[src/rtl/ctl_2w_slave.sv]
module ctl_2w_slave #(
  parameter int          NREG     = 4,
  parameter logic [6:0]  DEV_ADDR = 7'b1101001,
  parameter logic [7:0]  PWR_VAL  = 8'hFF
) (
  input  logic            clk,
  input  logic            rst_n,
  input  logic            scl_i,
  input  logic            sda_i,
  output logic            sda_pull_o,
  output logic [NREG*8-1:0] ctl_bank_o
);
  localparam int PW = $clog2(NREG + 1);
  localparam int AW = (NREG > 1) ? $clog2(NREG) : 1;

  typedef enum logic [2:0] {S_IDLE, S_RX, S_ACK, S_TX, S_MACK, S_IGN} st_t;

  st_t          st;
  logic [1:0]   scl_m, sda_m;
  logic         scl_q, sda_q, scl_s, sda_s;
  logic         start_c, stop_c, rise, fall;
  logic [7:0]   sr, txsh;
  logic [2:0]   bcnt;
  logic [1:0]   ph;
  logic         done, rw, mack, pull;
  logic [PW-1:0] ptr, nptr;
  logic [7:0]   nval;
  logic [7:0]   regs [NREG];

  assign scl_s   = scl_m[1];
  assign sda_s   = sda_m[1];
  assign start_c = scl_s & scl_q & sda_q & ~sda_s;
  assign stop_c  = scl_s & scl_q & ~sda_q & sda_s;
  assign rise    = scl_s & ~scl_q;
  assign fall    = ~scl_s & scl_q;
  assign nptr    = (ptr < PW'(NREG)) ? ptr + 1'b1 : ptr;
  assign nval    = (nptr < PW'(NREG)) ? regs[nptr[AW-1:0]] : 8'h00;
  assign sda_pull_o = pull;

  for (genvar i = 0; i < NREG; i++) begin : g_bank
    assign ctl_bank_o[8*i +: 8] = regs[i];
  end

  always_ff @(posedge clk or negedge rst_n) begin
    if (!rst_n) begin
      scl_m <= 2'b11; sda_m <= 2'b11; scl_q <= 1'b1; sda_q <= 1'b1;
    end else begin
      scl_m <= {scl_m[0], scl_i}; sda_m <= {sda_m[0], sda_i};
      scl_q <= scl_m[1];          sda_q <= sda_m[1];
    end
  end

  always_ff @(posedge clk or negedge rst_n) begin
    if (!rst_n) begin
      st <= S_IDLE; sr <= '0; txsh <= '0; bcnt <= '0; ph <= '0;
      done <= 1'b0; rw <= 1'b0; mack <= 1'b0; pull <= 1'b0; ptr <= '0;
      for (int i = 0; i < NREG; i++) regs[i] <= PWR_VAL;
    end else if (start_c) begin
      st <= S_RX; ph <= 2'd0; bcnt <= '0; done <= 1'b0; ptr <= '0; pull <= 1'b0;
    end else if (stop_c) begin
      st <= S_IDLE; pull <= 1'b0;
    end else begin
      case (st)
        S_RX: begin
          if (rise && !done) begin
            sr   <= {sr[6:0], sda_s};
            bcnt <= bcnt + 1'b1;
            if (bcnt == 3'd7) done <= 1'b1;
          end else if (fall && done) begin
            done <= 1'b0;
            bcnt <= '0;
            if (ph == 2'd0 && sr[7:1] != DEV_ADDR) begin
              st <= S_IGN;
            end else begin
              st   <= S_ACK;
              pull <= 1'b1;
              if (ph == 2'd0) rw <= sr[0];
              if (ph == 2'd3 && ptr < PW'(NREG)) begin
                regs[ptr[AW-1:0]] <= sr;
                ptr <= ptr + 1'b1;
              end
            end
          end
        end
        S_ACK: if (fall) begin
          if (ph == 2'd0 && rw) begin
            st   <= S_TX;
            txsh <= regs[0];
            pull <= ~regs[0][7];
          end else begin
            st   <= S_RX;
            pull <= 1'b0;
            if (ph != 2'd3) ph <= ph + 1'b1;
          end
        end
        S_TX: if (fall) begin
          if (bcnt == 3'd7) begin
            st <= S_MACK; pull <= 1'b0; bcnt <= '0;
          end else begin
            txsh <= {txsh[6:0], 1'b0};
            pull <= ~txsh[6];
            bcnt <= bcnt + 1'b1;
          end
        end
        S_MACK: begin
          if (rise) mack <= ~sda_s;
          else if (fall) begin
            if (mack) begin
              st <= S_TX; ptr <= nptr; txsh <= nval; pull <= ~nval[7];
            end else begin
              st <= S_IGN;
            end
          end
        end
        default: ;
      endcase
    end
  end

  p_pull_scl_low_r11: assert property (@(posedge clk) disable iff (!rst_n)
    (sda_pull_o != $past(sda_pull_o)) |-> !scl_s);
  p_silent_ign_r8: assert property (@(posedge clk) disable iff (!rst_n)
    (st == S_IGN || st == S_IDLE) |-> !sda_pull_o);
  p_bank_data_only_r4: assert property (@(posedge clk) disable iff (!rst_n)
    (ctl_bank_o != $past(ctl_bank_o)) |-> (st == S_ACK && ph == 2'd3));
  p_ptr_sat_r5: assert property (@(posedge clk) disable iff (!rst_n)
    ptr <= PW'(NREG));
  p_tx_read_only_r7: assert property (@(posedge clk) disable iff (!rst_n)
    (st == S_TX) |-> rw);
endmodule

[config.mk]
export PLATFORM = sky130hd
export DESIGN_NAME = ctl_2w_slave
export DESIGN_NICKNAME = d
export VERILOG_FILES = /design/src/rtl/ctl_2w_slave.sv
export SDC_FILE = /design/constraint.sdc
export NUM_CORES = 1
export LEC_CHECK = 0
export ABC_AREA = 1
export BUFFER_PORTS_ARGS = -buffer_cell sky130_fd_sc_hd__buf_2
export CAP_MARGIN = 10
export CORE_AREA = 10 10 90 108
export CTS_CLUSTER_SIZE = 40
export DETAILED_ROUTE_END_ITERATION = 8
export DIE_AREA = 0 0 100 118
export PLACE_DENSITY = 0.72
export SETUP_SLACK_MARGIN = 0.05
export SYNTH_ARGS = -nofsm -noshare
export SYNTH_HDL_FRONTEND = slang
export SYNTH_SLANG_ARGS = --single-unit
[constraint.sdc]
create_clock -name clk -period 5.2 [get_ports clk]
set_input_delay 0.52 -clock clk [delete_from_list [all_inputs] [get_ports clk]]
set_output_delay 0.52 -clock clk [all_outputs]
set_load 0.05 [all_outputs]
==> impl_results.md, run 1 <==
* Dpl hpwl at about 6.6 mm
* Die Wd at 100 µm
* Clock Latency Late Sink at around 0.36 ns
* Synth-to-layout area growth at 11.1%
* Seq/Total Area, Yosys at 0.468
* Crit path kind: reg -> reg
* Synth Register Bits at between 60 and 70
* Cell Pwr Density at between 400 and 500 nW/µm²
* Critical Path Sink Type: flip-flop
* Async SR Flop Fraction at 1.00
* Sw frac at 0.458
* Final Worst Setup Slack at about 3.1 ns
* Routed via count at 3121
* Main synth FF type: dfstp_2
* Antenna viol nets, final at 0
* Flop pwr share at 0.356
* Worst Skew at between 0.01 and 0.015 ns
* Reg2Reg Capture Point: txsh[5]
* Sink Count at around 70
* Post-cts resize count at 0
* HP Class: in -> reg
* Most frequent cells in the layout: 117 x nand2_1, 51 x inv_1, 38 x dfstp_2
* Reg2Reg Depth at 8
* Critical path buffer and inverter count at 2
* Slew Limit Fails at 0
* Critical path's top delay family: compound AO/OA/AOI/OAI gates
* CTS tree: done
* Distinct cells, synth at 33
* Critical path cell sequence: inv_1 -> ha_1 -> inv_1 -> o21ai_1 -> o211ai_1 -> a21oi_1 -> nor2_1 -> nor2_1
* Number of diodes at 0
* R2r setup slk at roughly 3.1 ns
* Worst Path Max Fanout at 9
* Final setup viols at 0
* Synthesized Nets at ~460
* TritonCTS buffer count at 9
* Ports at 37
* Post-CTS Setup Bufs at 0
* Initial DRC Count at just over 200
* Die ar. at roughly 12000 µm²
* Overall routed net length at about 9.0 mm
* Switching pwr at 0.000916 W
* Power, Total at 0.00200 W
* Commonest non-fill, non-tap cell in the layout: nand2_1
* Hold endpoint: sda_m[0]
* VDD IR-drop max at 0.000344 V
* Clock share of power at 0.206
* Post-Syn Area per Cell at ~8.3 µm²
* Slew @ Worst Pin at 0.853 ns
* Pre-CTS setup slack at ~3.2 ns
* Leak at approximately 1.9 nW
* Core ar. at ~7600 µm²
* Critical hold path startpoint: sda_i
* RSZ-0062 raised after global routing: false
* Initial antenna violation count at 0
* Outcome: finished clean
* Vias/cell at around 5.4
* Max Cap Viol at 0
* CTS Root Cell: clkbuf_8
* Hold_ws at about 0.27 ns
* Largest net degree at the start of global routing at roughly 70
* Hold Vio Cnt, Final at 0
* Fin Setup TNS at 0 ns
* Syn. warnings at 0
* DR WL/cell at roughly 16 µm
* Clock Path Buffers at 2
* Crit path required time at between 5 and 6 ns
* Htree depth at 3
* Starting Density at 0.493
* Final std cells w/o fill at 583
* Die Y at about 120 µm
* Drt first pass iters at 5
* Fmax at a little under 500 MHz
* Share of layout cells above drive strength 1 at 0.271
* Internal Power at ~0.0011 W
* CP arrival at roughly 2.4 ns
* Critical path's largest stage delay at about 0.48 ns
* # rows at 35
* Gpl congestion at between 0.9 and 1
* Comb power frac at 0.438
* Cts hold-fix bufs at 0
* Max-Slew Margin vs Limit at 0.431
* R2r startpoint: ptr[0]
* Placed Instances at about 570
* Crit share post-route at 0.397
* Final min period at just over 2 ns
* CP Depth at 8
* CP startpoint kind: flip-flop
* DRC at 0
* Synth Instances at roughly 450
* GRT overflow at 0
* Post-synth EDFFs at 0
* Clk pin slew, worst setup/hold paths at about 0.070 ns
* Final net count at around 500
* Vias in the first global route at roughly 3000
* I/O Buffers at 36
* Post-Synthesis Cell Area at about 3700 µm²
* Total track usage at 0.155
* First-pass GRT wire length at between 15 and 20 mm
* Critical path's slowest cell: o21ai_1
* Hold path cells at 1
-- flip-flops by register name (all words and copies together), names as in the netlist --
register	count
mack	1
txsh	7
scl_m	2
ctl_bank_o	32
sda_q	1
sr	8
ptr	3
ph	2
done	1
sda_pull_o	1
bcnt	3
scl_q	1
st	3
rw	1
sda_m	2
-- cell families (layout without fill, tap and decap cells) --
group	Yosys count	in the layout	share of synthesized area
AND/OR/NAND/NOR	198	198	0.255
AO/OA/AOI/OAI	104	104	0.168
buffers and inverters	69	112	0.0787
flip-flops	68	68	0.468
adder cells (fa/ha/maj)	9	9	0.0302
-- worst max-delay path by stage --
stage / startpoint / to / slack (ns)
2_1_floorplan: ptr[0] / txsh[1] / 3.52
3_3_place_gp: ptr[0] / txsh[3] / 3.29
3_5_place_dp: ptr[0] / txsh[5] / 3.21
4_1_cts: ptr[0] / txsh[5] / 3.18
5_1_grt: ptr[0] / txsh[5] / 2.99
6_report: ptr[0] / txsh[5] / 3.14
-- power groups by stage --
stage	Combinational (W)	Sequential, W	Clock [W]
4_1_cts	0.000871	0.000710	0.000422
6_report	0.000876	0.000711	0.000413
3_5_place_dp	0.000863	0.000718	0
5_1_grt	0.00100	0.000724	0.000440
3_3_place_gp	0.000847	0.000712	0
2_1_floorplan	0.000689	0.000706	0
-- worst register-to-register path: stages, from the launching register on --
cell and delay (ns):
dfrtp_1 0.45, inv_1 0.13, ha_1 0.31, inv_1 0.05, o21ai_1 0.48, o211ai_1 0.21
a21oi_1 0.22, nor2_1 0.07, nor2_1 0.08
-- per-stage QoR --
stage / util / cell area [µm²]
finish: 0.548 / 4150
global route: 0.548 / 4150
CTS: 0.548 / 4150
detailed placement: 0.523 / 3970
global placement: 0.523 / 3970
floorplan: - / 3730
-- synth_stat cells (9+ instances only) --
library cell  count  area (µm²)
nand2_1         117         439
inv_1            51         191
dfstp_2          38         998
o21ai_0          31         155
dfrtp_1          30         751
nor2_1           30         113
nand3_1          25         125
o21ai_1          22         110
o21ai_2          16         140
a21oi_1          15        75.1
o211ai_1         15         113
ha_1              9         113
-- layout make-up --
cell class              count  area [µm²]
clock buffers              10         138
flip-flops and latches     68        1750
well taps                  92         115
clock inverters             6        47.5
repair buffers             37         188
multi-input cells         311        1690
fillers                   689        3430
inverters                  59         221
-- per-layer routing --
metal | track usage | vias to the layer above | routed length (µm)
met5 | 0 | - | 0
met4 | 0.0540 | 0 | 169
met3 | 0.0346 | 18 | 504
met2 | 0.248 | 95 | 4290
met1 | 0.200 | 1449 | 4080
li1 | - | 1559 | -
Note: power is estimated with default switching activity, not from simulation.
==> run 2, diff against run 1 <==
--- a/config.mk
+++ b/config.mk
@@ -12,7 +12,7 @@
 export CTS_CLUSTER_SIZE = 40
 export DETAILED_ROUTE_END_ITERATION = 8
 export DIE_AREA = 0 0 100 118
-export PLACE_DENSITY = 0.72
+export PLACE_DENSITY = 0.75
 export SETUP_SLACK_MARGIN = 0.05
 export SYNTH_ARGS = -nofsm -noshare
 export SYNTH_HDL_FRONTEND = slang
==> constraint.sdc (replaced) <==
create_clock -name clk -period 1.85 [get_ports clk]
set_input_delay 0.185 -clock clk [delete_from_list [all_inputs] [get_ports clk]]
set_output_delay 0.185 -clock clk [all_outputs]
set_load 0.05 [all_outputs]
==> impl_results.md, run 2 (synthesis gave the netlist of run 1 again) <==
* Die ar. at around 12000 µm²
* R2r startpoint: sda_q
* Largest net degree at the start of global routing at 69
* Starting Density at 0.493
* Final setup viols at 0
* Crit path kind: reg -> reg
* Crit share post-route at 0.947
* Final net count at roughly 530
* Total track usage at 0.158
* VDD IR-drop max at 0.000862 V
* I/O Buffers at 36
* Synth-to-layout area growth at 22.3%
* Leak at around 2.0 nW
* Die Wd at approximately 100 µm
* Vias in the first global route at about 3200
* Reg2Reg Depth at 8
* Worst Path Max Fanout at 16
* Dpl hpwl at approximately 6.7 mm
* Clk pin slew, worst setup/hold paths at about 0.080 ns
* HP Class: reg -> reg
* Core ar. at about 7600 µm²
* Overall routed net length at approximately 9.6 mm
* Hold Vio Cnt, Final at 0
* Fin Setup TNS at 0 ns
* Number of diodes at 0
* Hold endpoint: scl_m[1]
* Initial antenna violation count at 0
* Cell Pwr Density at 1440 nW/µm²
* R2r setup slk at 0.1 ns
* TritonCTS buffer count at 9
* Ports at 37
* # rows at 35
* Drt first pass iters at 6
* Worst Skew at roughly 0.013 ns
* Hold_ws at between 0.3 and 0.4 ns
* GRT overflow at 0
* Vias/cell at 5.35
* Outcome: finished clean
* Final min period at approximately 1.8 ns
* Max-Slew Margin vs Limit at 0.669
* Die Y at approximately 120 µm
* Reg2Reg Capture Point: ctl_bank_o[1]
* Critical Path Sink Type: flip-flop
* Htree depth at 3
* Initial DRC Count at approximately 270
* Antenna viol nets, final at 0
* Share of layout cells above drive strength 1 at 0.345
* Hold path cells at 0
* Max Cap Viol at 0
* Routed via count at roughly 3300
* DR WL/cell at around 16 µm
* CP arrival at a little over 2 ns
* Largest register FFs at 32
* CP startpoint kind: flip-flop
* Clock Latency Late Sink at around 0.36 ns
* Fmax at between 500 and 600 MHz
* Gpl congestion at about 0.89
* Critical hold path startpoint: scl_m[0]
* Slew @ Worst Pin at about 0.5 ns
* CTS tree: done
* Clock Path Buffers at 2
* Commonest non-fill, non-tap cell in the layout: nand2_1
* Most frequent cells in the layout: 112 x nand2_1, 46 x inv_1, 38 x dfstp_2
* Slew Limit Fails at 0
* First-pass GRT wire length at 15.3 mm
* Crit path required time at 2.14 ns
* Sink Count at 68
* RSZ-0062 raised after global routing: true
* CTS Root Cell: clkbuf_8
* Filler cell count at 659
* DRC at 0
## run 2: changes by cell type in the layout (fill, tap and decap cells not counted), sizes merged
| cell | before | now |
|---|---|---|
| buf | 37 | 60 |
| clkbuf | 10 | 11 |
| clkinvlp | 4 | 1 |
| dlygate4sd3 | 0 | 3 |
| inv | 60 | 63 |
| nand4 | 7 | 8 |
## run 2: metrics by stage
step | power (W) | util | setup slack, ns | cell area [µm²] | std cells
final | 0.00656 | 0.603 | 0.0972 | 4570 | 611
after global routing | 0.00709 | 0.603 | 0.00315 | 4570 | 611
after floorplan | 0.00392 | - | 0.169 | 3730 | 448
after detailed placement | 0.00480 | 0.545 | 0.0632 | 4130 | 582
after CTS | 0.00605 | 0.575 | 0.0509 | 4360 | 601
after global placement | 0.00474 | 0.545 | 0.109 | 4130 | 582
## run 2: cell type report
cell class / instances / area (µm²) / area share
multi-input cells: 312 / 1790 / 0.392
flip-flops and latches: 68 / 1750 / 0.384
repair buffers: 64 / 482 / 0.105
inverters: 59 / 229 / 0.0501
clock buffers: 10 / 149 / 0.0326
well taps: 92 / 115 / 0.0252
clock inverters: 6 / 51.3 / 0.0112
## run 2: worst max-delay path by stage
stage	startpoint	endpoint	slack [ns]	depth (start not counted)
4_1_cts	sda_m[1]	ctl_bank_o[1]	0.05	7
6_report	sda_q	ctl_bank_o[1]	0.1	8
3_3_place_gp	sda_m[1]	ctl_bank_o[19]	0.11	6
3_5_place_dp	sda_m[1]	ctl_bank_o[1]	0.06	7
5_1_grt	sda_q	ctl_bank_o[28]	0.003	7
2_1_floorplan	ptr[0]	txsh[1]	0.17	8
## run 2: timing repair
action,in CTS,in global routing
buffers inserted,0,7
hold buffers,3,0
setup endpoints to repair,0,48
resized for setup,0,34
endpoints found under the hold margin,32,0
## run 2: report_power, final
part	switching (W)	internal [W]
Clock	0.000647	0.000592
Sequential	0.000236	0.00177
Combinational	0.00202	0.00129
## run 2: worst max-delay path, stage by stage, from the launching register on
cell	delay [ns]
dfstp_2	0.57
nor2_2	0.05
nand2_2	0.12
nand2_4	0.08
nor3_4	0.19
buf_12	0.16
nand4_4	0.27
nand2_1	0.17
o21ai_2	0.07
## run 2: per-layer routing
layer	routed length [µm]	track usage	up-vias	part of all wire
met5	0	0	-	0
met4	200	0.0637	0	0.021
met3	497	0.0364	20	0.052
met2	4840	0.252	98	0.51
met1	4040	0.198	1529	0.42
li1	-	-	1621	-
